**config.mk**
```make
export PLATFORM = sky130hd
export DESIGN_NAME = extint_ctrl
export DESIGN_NICKNAME = d
export VERILOG_FILES = /design/src/rtl/extint_pkg.sv /design/src/rtl/extint_port_mux.sv /design/src/rtl/extint_edge_detect.sv /design/src/rtl/extint_regs.sv /design/src/rtl/extint_ctrl.sv
export SDC_FILE = /design/constraint.sdc
export NUM_CORES = 1
export LEC_CHECK = 0
export ABC_AREA = 1
export CAP_MARGIN = 20
export CORE_MARGIN = 2
export CORE_UTILIZATION = 59
export DETAILED_ROUTE_END_ITERATION = 7
export PLACE_DENSITY = 0.95
export REMOVE_ABC_BUFFERS = 1
export SYNTH_ARGS = -nofsm -noshare
export SYNTH_HDL_FRONTEND = slang
export SYNTH_SLANG_ARGS = --single-unit
```
**constraint.sdc**
```tcl
create_clock -name clk -period 4.7 [get_ports clk]
set_input_delay 1.41 -clock clk [delete_from_list [all_inputs] [get_ports clk]]
set_output_delay 1.41 -clock clk [all_outputs]
set_load 0.005 [all_outputs]
```
**src/rtl/extint_pkg.sv**
```systemverilog
package extint_pkg;
  localparam int PIN_W   = 16;
  localparam int FIELD_W = 4;

  localparam logic [3:0] A_IMASK = 4'd0;
  localparam logic [3:0] A_EMASK = 4'd1;
  localparam logic [3:0] A_RISE  = 4'd2;
  localparam logic [3:0] A_FALL  = 4'd3;
  localparam logic [3:0] A_SWT   = 4'd4;
  localparam logic [3:0] A_PEND  = 4'd5;
  localparam logic [3:0] A_PSEL0 = 4'd6;
  localparam logic [3:0] A_PSEL1 = 4'd7;

  // Port-select field of one low line, taken from the two select words.
  function automatic logic [FIELD_W-1:0] psel_field(input logic [31:0] w_lo,
                                                     input logic [31:0] w_hi,
                                                     input int line);
    if (line < 8) return w_lo[line*FIELD_W +: FIELD_W];
    else          return w_hi[(line-8)*FIELD_W +: FIELD_W];
  endfunction

  // A trigger is a selected transition between two synchronized samples.
  function automatic logic edge_hit(input logic rise_en, input logic fall_en,
                                    input logic cur, input logic prev);
    return (rise_en & cur & ~prev) | (fall_en & ~cur & prev);
  endfunction
endpackage

```
**src/rtl/extint_port_mux.sv**
```systemverilog
module extint_port_mux import extint_pkg::*; #(
  parameter int N_PORTS = 4,
  parameter int N_MUX   = 16
) (
  input  logic [N_PORTS*PIN_W-1:0] gpio_in,
  input  logic [31:0]              psel_lo,
  input  logic [31:0]              psel_hi,
  output logic [N_MUX-1:0]         mux_out
);
  for (genvar i = 0; i < N_MUX; i++) begin : g_line
    logic [FIELD_W-1:0] sel;
    always_comb begin
      sel = psel_field(psel_lo, psel_hi, i);
      mux_out[i] = 1'b0;
      for (int p = 0; p < N_PORTS; p++)
        if (sel == FIELD_W'(p)) mux_out[i] = gpio_in[p*PIN_W + i];
    end
  end
endmodule

```
**src/rtl/extint_edge_detect.sv**
```systemverilog
module extint_edge_detect import extint_pkg::*; #(
  parameter int N = 26
) (
  input  logic         clk,
  input  logic         rst_n,
  input  logic [N-1:0] din,
  input  logic [N-1:0] rise_en,
  input  logic [N-1:0] fall_en,
  output logic [N-1:0] trig_hw
);
  logic [N-1:0] sync1, sync2, prev;

  always_ff @(posedge clk or negedge rst_n) begin
    if (!rst_n) begin
      sync1 <= '0;
      sync2 <= '0;
      prev  <= '0;
    end else begin
      sync1 <= din;
      sync2 <= sync1;
      prev  <= sync2;
    end
  end

  for (genvar i = 0; i < N; i++) begin : g_edge
    assign trig_hw[i] = edge_hit(rise_en[i], fall_en[i], sync2[i], prev[i]);
  end
endmodule

```
**src/rtl/extint_regs.sv**
```systemverilog
module extint_regs import extint_pkg::*; #(
  parameter int N_CFG   = 26,
  parameter int N_LINES = 32
) (
  input  logic               clk,
  input  logic               rst_n,
  input  logic               bus_en,
  input  logic               bus_we,
  input  logic [3:0]         bus_addr,
  input  logic [31:0]        bus_wdata,
  output logic [31:0]        bus_rdata,
  input  logic [N_CFG-1:0]   trig_hw,
  output logic [N_LINES-1:0] imask,
  output logic [N_LINES-1:0] emask,
  output logic [N_CFG-1:0]   rise_en,
  output logic [N_CFG-1:0]   fall_en,
  output logic [31:0]        psel_lo,
  output logic [31:0]        psel_hi,
  output logic [N_CFG-1:0]   pend,
  output logic [N_CFG-1:0]   evt_cfg
);
  logic             wr;
  logic [N_CFG-1:0] sw_set, clr, trig_all, swt;

  assign wr       = bus_en & bus_we;
  assign sw_set   = (wr && bus_addr == A_SWT)  ? bus_wdata[N_CFG-1:0] : '0;
  assign clr      = (wr && bus_addr == A_PEND) ? bus_wdata[N_CFG-1:0] : '0;
  assign trig_all = trig_hw | sw_set;

  always_ff @(posedge clk or negedge rst_n) begin
    if (!rst_n) begin
      imask   <= '0;
      emask   <= '0;
      rise_en <= '0;
      fall_en <= '0;
      psel_lo <= '0;
      psel_hi <= '0;
      pend    <= '0;
      swt     <= '0;
      evt_cfg <= '0;
    end else begin
      if (wr && bus_addr == A_IMASK) imask   <= bus_wdata[N_LINES-1:0];
      if (wr && bus_addr == A_EMASK) emask   <= bus_wdata[N_LINES-1:0];
      if (wr && bus_addr == A_RISE)  rise_en <= bus_wdata[N_CFG-1:0];
      if (wr && bus_addr == A_FALL)  fall_en <= bus_wdata[N_CFG-1:0];
      if (wr && bus_addr == A_PSEL0) psel_lo <= bus_wdata;
      if (wr && bus_addr == A_PSEL1) psel_hi <= bus_wdata;
      pend    <= (pend & ~clr) | trig_all;
      swt     <= (swt & ~(clr & ~trig_all)) | sw_set;
      evt_cfg <= trig_all & emask[N_CFG-1:0];
    end
  end

  always_comb begin
    bus_rdata = '0;
    if (bus_en && !bus_we) begin
      case (bus_addr)
        A_IMASK: bus_rdata[N_LINES-1:0] = imask;
        A_EMASK: bus_rdata[N_LINES-1:0] = emask;
        A_RISE:  bus_rdata[N_CFG-1:0]   = rise_en;
        A_FALL:  bus_rdata[N_CFG-1:0]   = fall_en;
        A_SWT:   bus_rdata[N_CFG-1:0]   = swt;
        A_PEND:  bus_rdata[N_CFG-1:0]   = pend;
        A_PSEL0: bus_rdata              = psel_lo;
        A_PSEL1: bus_rdata              = psel_hi;
        default: bus_rdata              = '0;
      endcase
    end
  end

  AST_PEND_ON_TRIG: assert property (@(posedge clk) disable iff (!rst_n)
    (|trig_all) |=> ((pend & $past(trig_all)) == $past(trig_all)));
  AST_NO_SPONT_PEND: assert property (@(posedge clk) disable iff (!rst_n)
    1'b1 |=> ((pend & ~$past(pend) & ~$past(trig_all)) == '0));
  AST_CLR_WORKS: assert property (@(posedge clk) disable iff (!rst_n)
    (|clr) |=> ((pend & $past(clr & ~trig_all)) == '0));
  AST_SWT_CLEARS: assert property (@(posedge clk) disable iff (!rst_n)
    (|clr) |=> ((swt & $past(clr & ~trig_all)) == '0));
  AST_EVT_WITH_PEND: assert property (@(posedge clk) disable iff (!rst_n)
    ((evt_cfg & ~pend) == '0));
endmodule

```
**src/rtl/extint_ctrl.sv**
```systemverilog
module extint_ctrl import extint_pkg::*; #(
  parameter int N_PORTS = 4,
  parameter int N_CFG   = 26,
  parameter int N_LINES = 32
) (
  input  logic                     clk,
  input  logic                     rst_n,
  input  logic [N_PORTS*PIN_W-1:0] gpio_in,
  input  logic [N_CFG-PIN_W-1:0]   hi_src,
  input  logic [N_LINES-N_CFG-1:0] dir_src,
  input  logic                     bus_en,
  input  logic                     bus_we,
  input  logic [3:0]               bus_addr,
  input  logic [31:0]              bus_wdata,
  output logic [31:0]              bus_rdata,
  output logic [N_LINES-1:0]       irq_line,
  output logic [N_LINES-1:0]       evt_pulse,
  output logic                     irq_grp_lo,
  output logic                     irq_grp_hi
);
  localparam int GLO_L = 5, GLO_H = 9, GHI_L = 10, GHI_H = 15;

  logic [PIN_W-1:0]   mux_out;
  logic [N_CFG-1:0]   cfg_in, trig_hw, rise_en, fall_en, pend, evt_cfg;
  logic [N_LINES-1:0] imask, emask;
  logic [31:0]        psel_lo, psel_hi;

  extint_port_mux #(.N_PORTS(N_PORTS), .N_MUX(PIN_W)) u_mux (
    .gpio_in(gpio_in), .psel_lo(psel_lo), .psel_hi(psel_hi), .mux_out(mux_out)
  );

  assign cfg_in = {hi_src, mux_out};

  extint_edge_detect #(.N(N_CFG)) u_edge (
    .clk(clk), .rst_n(rst_n), .din(cfg_in),
    .rise_en(rise_en), .fall_en(fall_en), .trig_hw(trig_hw)
  );

  extint_regs #(.N_CFG(N_CFG), .N_LINES(N_LINES)) u_regs (
    .clk(clk), .rst_n(rst_n), .bus_en(bus_en), .bus_we(bus_we),
    .bus_addr(bus_addr), .bus_wdata(bus_wdata), .bus_rdata(bus_rdata),
    .trig_hw(trig_hw), .imask(imask), .emask(emask),
    .rise_en(rise_en), .fall_en(fall_en), .psel_lo(psel_lo), .psel_hi(psel_hi),
    .pend(pend), .evt_cfg(evt_cfg)
  );

  assign irq_line  = {dir_src & imask[N_LINES-1:N_CFG], pend & imask[N_CFG-1:0]};
  assign evt_pulse = {dir_src & emask[N_LINES-1:N_CFG], evt_cfg};
  assign irq_grp_lo = |irq_line[GLO_H:GLO_L];
  assign irq_grp_hi = |irq_line[GHI_H:GHI_L];

  AST_MASKED_NO_IRQ: assert property (@(posedge clk) disable iff (!rst_n)
    ((irq_line[N_CFG-1:0] & ~pend) == '0));
endmodule

```
==> Word-level counts from Yosys, hierarchy flattened <==
Index checks and enable logic that the tools add are counted.
{ "op_classes": {"n_eq_ne": 55, "reduce_logical": 29, "n_mux": 69, "bitwise_logic": 196} }
{ "ops": {"columns": ["cell", "count"], "rows": [
  ["$pmux W26 S8", 1],
  ["$eq A4 B2 Y1 const B", 34],
  ["$and A26 B26 Y26", 5],
  ["$and A1 B1 Y1", 105],
  ["$not A26 Y26", 3],
  ["$or A26 B26 Y26", 3],
  ["$eq A4 B1 Y1 const B", 17],
  ["$logic_not A4 Y1", 17],
  ["$mux W1", 64],
  ["$mux W26", 2],
  ["$not A1 Y1", 52],
  ["$mux W32", 1],
  ["$or A1 B1 Y1", 26],
  ["$pmux W6 S4", 1],
  ["$eq A4 B3 Y1 const B", 4],
  ["$and A6 B6 Y6", 2],
  ["$logic_and A1 B1 Y1", 9],
  ["$reduce_or A6 Y1", 1],
  ["$reduce_or A5 Y1", 1],
  ["$logic_not A1 Y1", 1]
]} }
{ "word_totals": {"elab_cells": 361, "output_inout_bits": 98, "regBits": 336, "in_bits": 120} }

==> Logic depth before layout (Yosys ltp) <==
{ "logic_depth": {"depth_word": 10, "ltp_mapped": 8, "ltp_nobuf": 8} }

==> Cells and area by module <==
From an unflattened synthesis, not the netlist that was laid out.
{ "hier_totals": {"cells_unflattened": 1949, "area_unflattened_um2": 15412.3} }
{ "by_module_without_submodules": {"columns": ["mod", "seq_area_each_um2", "cells_per_inst", "instances", "area_each_um2"], "rows": [
  ["extint_regs", 6456.2, 1447, 1, 11703.7],
  ["extint_edge_detect", 1951.9, 208, 1, 2504.9],
  ["extint_port_mux", 0.0, 208, 1, 880.8],
  ["extint_ctrl", 0.0, 86, 1, 322.8]
]} }

==> Worst setup path before layout <==
No wires, ideal clock.
{ "synth_path": {"kind": "input -> output", "from": "input port bus_addr[2]", "to": "output port bus_rdata[18]", "required_ps": 3290, "arrival_time_ps": 2381, "n_path_buf": 2, "path_stages": 7, "slack_ps": 909, "cell_sequence": "nor2_1 > buf_2 > buf_1 > nand3_1 > nand2_1 > nor2_1 > a21oi_1"} }
{ "synth_via": {"elab_chain_len": 3, "elab_cells_between_ends": 10, "cone_classes": "7 x eq/ne; 2 x mux; 1 x reduce/logical"} }
{ "synth_rtl": {"columns": ["element", "line", "rtl"], "rows": [
  ["from (decl)", "extint_ctrl.sv:13", "input logic [3:0] bus_addr,"],
  ["$eq A4 B3 Y1 (tied with other cells)", "extint_regs.sv:57", "case (bus_addr)"],
  ["$pmux W26 S8 (*)", "extint_regs.sv:57", null],
  ["$mux W32 (*)", "extint_regs.sv:56", "if (bus_en && !bus_we) begin"],
  ["to (decl)", "extint_ctrl.sv:15", "output logic [31:0] bus_rdata,"]
]} }
Every way passes the cells marked *; elsewhere a longest branch is shown, timed or not.

==> Worst setup path after layout <==
{ "layout_path": {"from": "input port bus_addr[1]", "to": "output port bus_rdata[4]"} }
Same word-level chain as after synthesis.

==> reports/qor.yml <==
coreArea_mm2: 0.0258
fp.dieH_um: 165
grt_use_met3_pct: 8.04
yosysSeqAreaShare_pct: 54.8
grt_busiest_layer: "met2"
status: "finished clean"
r2r_end: "u_regs.swt[22]"
grtUsageMet2_pct: 57.8
drc: 0
endpoint_kind: "primary output"
wl_um: 50300
synth_area_mm2: 0.0153
tightestPinTransition_ns: 0.894
power_density_mw_per_mm2: 414
synth_seq_cells: 336
cts_root_buf: "clkbuf_16"
hp-start: "u_edge.sync1[17]"
dp_cells: 2448
hold_depth: 0
relSlewSlack_pct: 40.4
drv_slew: 0
max-cap-violations: 0
reg2reg_depth: 7
antenna_found_initial: 4
hpwl_um: 29900
ctsHoldBuffers: 0
cts_buffers: 36
start_kind: "input pin"
worst-r2r-setup-slack_ns: 3.38
grt_pass1_wl_um: 76500
grt_usage_pct: 36.3
ant_nets: 0
yosys_warnings: 0
start_util_pct: 59.5
gp_congestion: 0.898
drive_above_1_share_pct: 7.85
grt.overflow.total: 0
skew_ns: 0.00938
portBuffers: 217
dieArea_mm2: 0.0273
path_class: "input pin to primary output"
required_ns: 3.29
min_to: "u_edge.sync2[17]"
path_clk_slew_ns: 0.06
clockBufferDepth: 3
synthCells: 1930
arrival_ns: 3.27
num-fill-cells: 1585
syn_area_per_cell_um2: 7.95
cts_sinks: 336
fp-row-count: 59
areaGrowthSynthToFinish_pct: 28.6
vias: 15600
htree_num_levels: 2
clock_latency_ns: 0.53
tns_ns: 0
fin_crit_ns: 4.68
die_w_um: 165
drtPass1Iterations: 7
min_path_type: "flip-flop to flip-flop"
max_freq_ghz: 0.214
finalNetCount: 2287
fin_hold_ws_ns: 0.347
fin_crit_sh_pct: 99.7
io-pin-count: 218
p_total_mw: 8.16
grt_pass1_vias: 15200
leakagePower_nw: 9.99
crit_path_max_fanout: 11
critical_path.startpoint: "bus_addr[1]"
hold_violations: 0
drtIter0Drc: 2316
grt_max_degree: 114
setup_viol: 0
vias_per_cell: 6.16
yosys.cell_types.count: 25
vdd_drop_max_mv: 0.370
cts_tree: "built"
use_met1_pct: 45.2
timing.rr.start: "u_edge.sync2[22]"
wl_per_cell_um: 19.9
fin_cells: 2528
-- worst max path at each step --
stage                         to  slack [ns]  cells past startpoint
6_report            bus_rdata[4]        0.02                     11
5_1_grt            bus_rdata[25]       -0.02                     10
4_1_cts            bus_rdata[11]       -0.02                     10
3_5_place_dp        bus_rdata[7]       -0.29                      9
3_3_place_gp        bus_rdata[7]       -0.22                      9
2_1_floorplan  u_regs.fall_en[0]       -2.94                      3
-- cell usage after synthesis --
cell | instances | share of area (%)
a21oi_1 | 42 | 1.4
nand2_2 | 2 | 0.082
nand3_1 | 221 | 7.2
nand2_4 | 1 | 0.073
nor2_2 | 2 | 0.082
nand4_1 | 26 | 1.1
inv_1 | 167 | 4.1
clkbuf_2 | 1 | 0.033
a31oi_1 | 16 | 0.65
o21ai_1 | 53 | 1.7
nand3_2 | 3 | 0.20
buf_2 | 41 | 1.3
nor2_1 | 107 | 2.6
clkinv_1 | 1 | 0.024
nor3_1 | 2 | 0.065
buf_4 | 6 | 0.29
dfrtp_1 | 336 | 55
clkbuf_1 | 38 | 0.93
buf_1 | 6 | 0.15
nand2_1 | 667 | 16
buf_6 | 2 | 0.15
o21a_1 | 26 | 1.3
inv_2 | 6 | 0.15
nor2_4 | 4 | 0.29
o21ai_0 | 154 | 5.0
-- through the flow --
| stage | utilization, % | area, um2 | setup slack (ns) |
|---|---|---|---|
| finish | 76.6 | 19700 | 0.0163 |
| global route | 76.6 | 19700 | -0.0175 |
| floorplan | - | 14900 | -2.94 |
| global placement | 70.6 | 18200 | -0.225 |
| CTS | 76.0 | 19600 | -0.0200 |
| detailed placement | 70.6 | 18200 | -0.295 |
-- layer usage --
| metal | routed length [um] | vias up |
|---|---|---|
| li1 | - | 6667 |
| met1 | 17200 | 7267 |
| met2 | 23500 | 1300 |
| met3 | 6500 | 325 |
| met4 | 3040 | 2 |
| met5 | 11 | - |
-- registers in the layout (all words and copies together) (netlist names) --
| signal | cells |
|---|---|
| u_edge.sync1 | 26 |
| u_regs.evt_cfg | 26 |
| u_regs.swt | 26 |
| u_regs.psel_hi | 32 |
| u_regs.imask | 32 |
| u_edge.prev | 26 |
| u_regs.fall_en | 26 |
| u_regs.rise_en | 26 |
| u_regs.emask | 32 |
| u_regs.pend | 26 |
| u_edge.sync2 | 26 |
| u_regs.psel_lo | 32 |
-- cells in the final DEF (no fill, tap or decap), types with 7 or more instances in the layout --
cell | netlist | layout
nor2_4 | 4 | 7
a21oi_1 | 42 | 28
dfrtp_1 | 336 | 336
o21ai_1 | 53 | 54
buf_12 | 0 | 20
a31oi_1 | 16 | 16
nor2_1 | 107 | 106
dlymetal6s2s_1 | 0 | 15
nand2_1 | 667 | 665
o21a_1 | 26 | 26
a21oi_2 | 0 | 14
o21ai_0 | 154 | 153
clkbuf_16 | 0 | 38
clkdlybuf4s50_1 | 0 | 194
inv_1 | 167 | 167
nand4_1 | 26 | 26
buf_4 | 6 | 44
clkbuf_1 | 38 | 8
nand3_1 | 221 | 219
clkbuf_8 | 0 | 8
-- report_power, final --
part / leakage, nW / internal, mW / total [mW] / switching (mW)
logic: 5.21 / 0.660 / 1.48 / 0.821
clock network: 0.575 / 1.68 / 2.86 / 1.18
registers: 4.20 / 3.39 / 3.82 / 0.434
total: 9.99 / 5.73 / 8.16 / 2.43
-- critical path, cell delays in order --
cell	delay, ns
dlygate4sd2_1	0.28
buf_4	0.17
nor2_4	0.12
buf_12	0.15
buf_6	0.12
buf_16	0.14
nand3_1	0.08
nand2_1	0.08
nor2_1	0.05
a21oi_2	0.15
clkdlybuf4s50_1	0.52
-- area by class of cell --
type | instances | area, um2 | share of cell area [%]
Sequential cell | 336 | 8410 | 42.6
Multi-Input combinational cell | 1326 | 5920 | 30.0
Timing Repair Buffer | 293 | 3150 | 16.0
Clock buffer | 53 | 1070 | 5.40
Inverter | 174 | 656 | 3.32
Tap cell | 335 | 419 | 2.12
Clock inverter | 10 | 105 | 0.533
Antenna cell | 1 | 2.50 | 0.0127
-- repair_timing --
action,CTS,global route
endpoints found under the setup margin,32,28
cloned,4,1
resized for setup,30,30
pin swaps,4,7
setup buffers,6,5
-- cells by family (layout without fill, tap and decap cells) --
kind of cell | count (synthesis) | count (layout) | share of synthesized area (%)
and+or+nand+nor | 1035 | 1035 | 28.0
other | 0 | 1 | 0
buffers and inverters | 268 | 530 | 7.14
DFF | 336 | 336 | 54.8
AOI/OAI and AO/OA | 291 | 291 | 10.0
No activity file was read; power rests on OpenSTA's default activity.
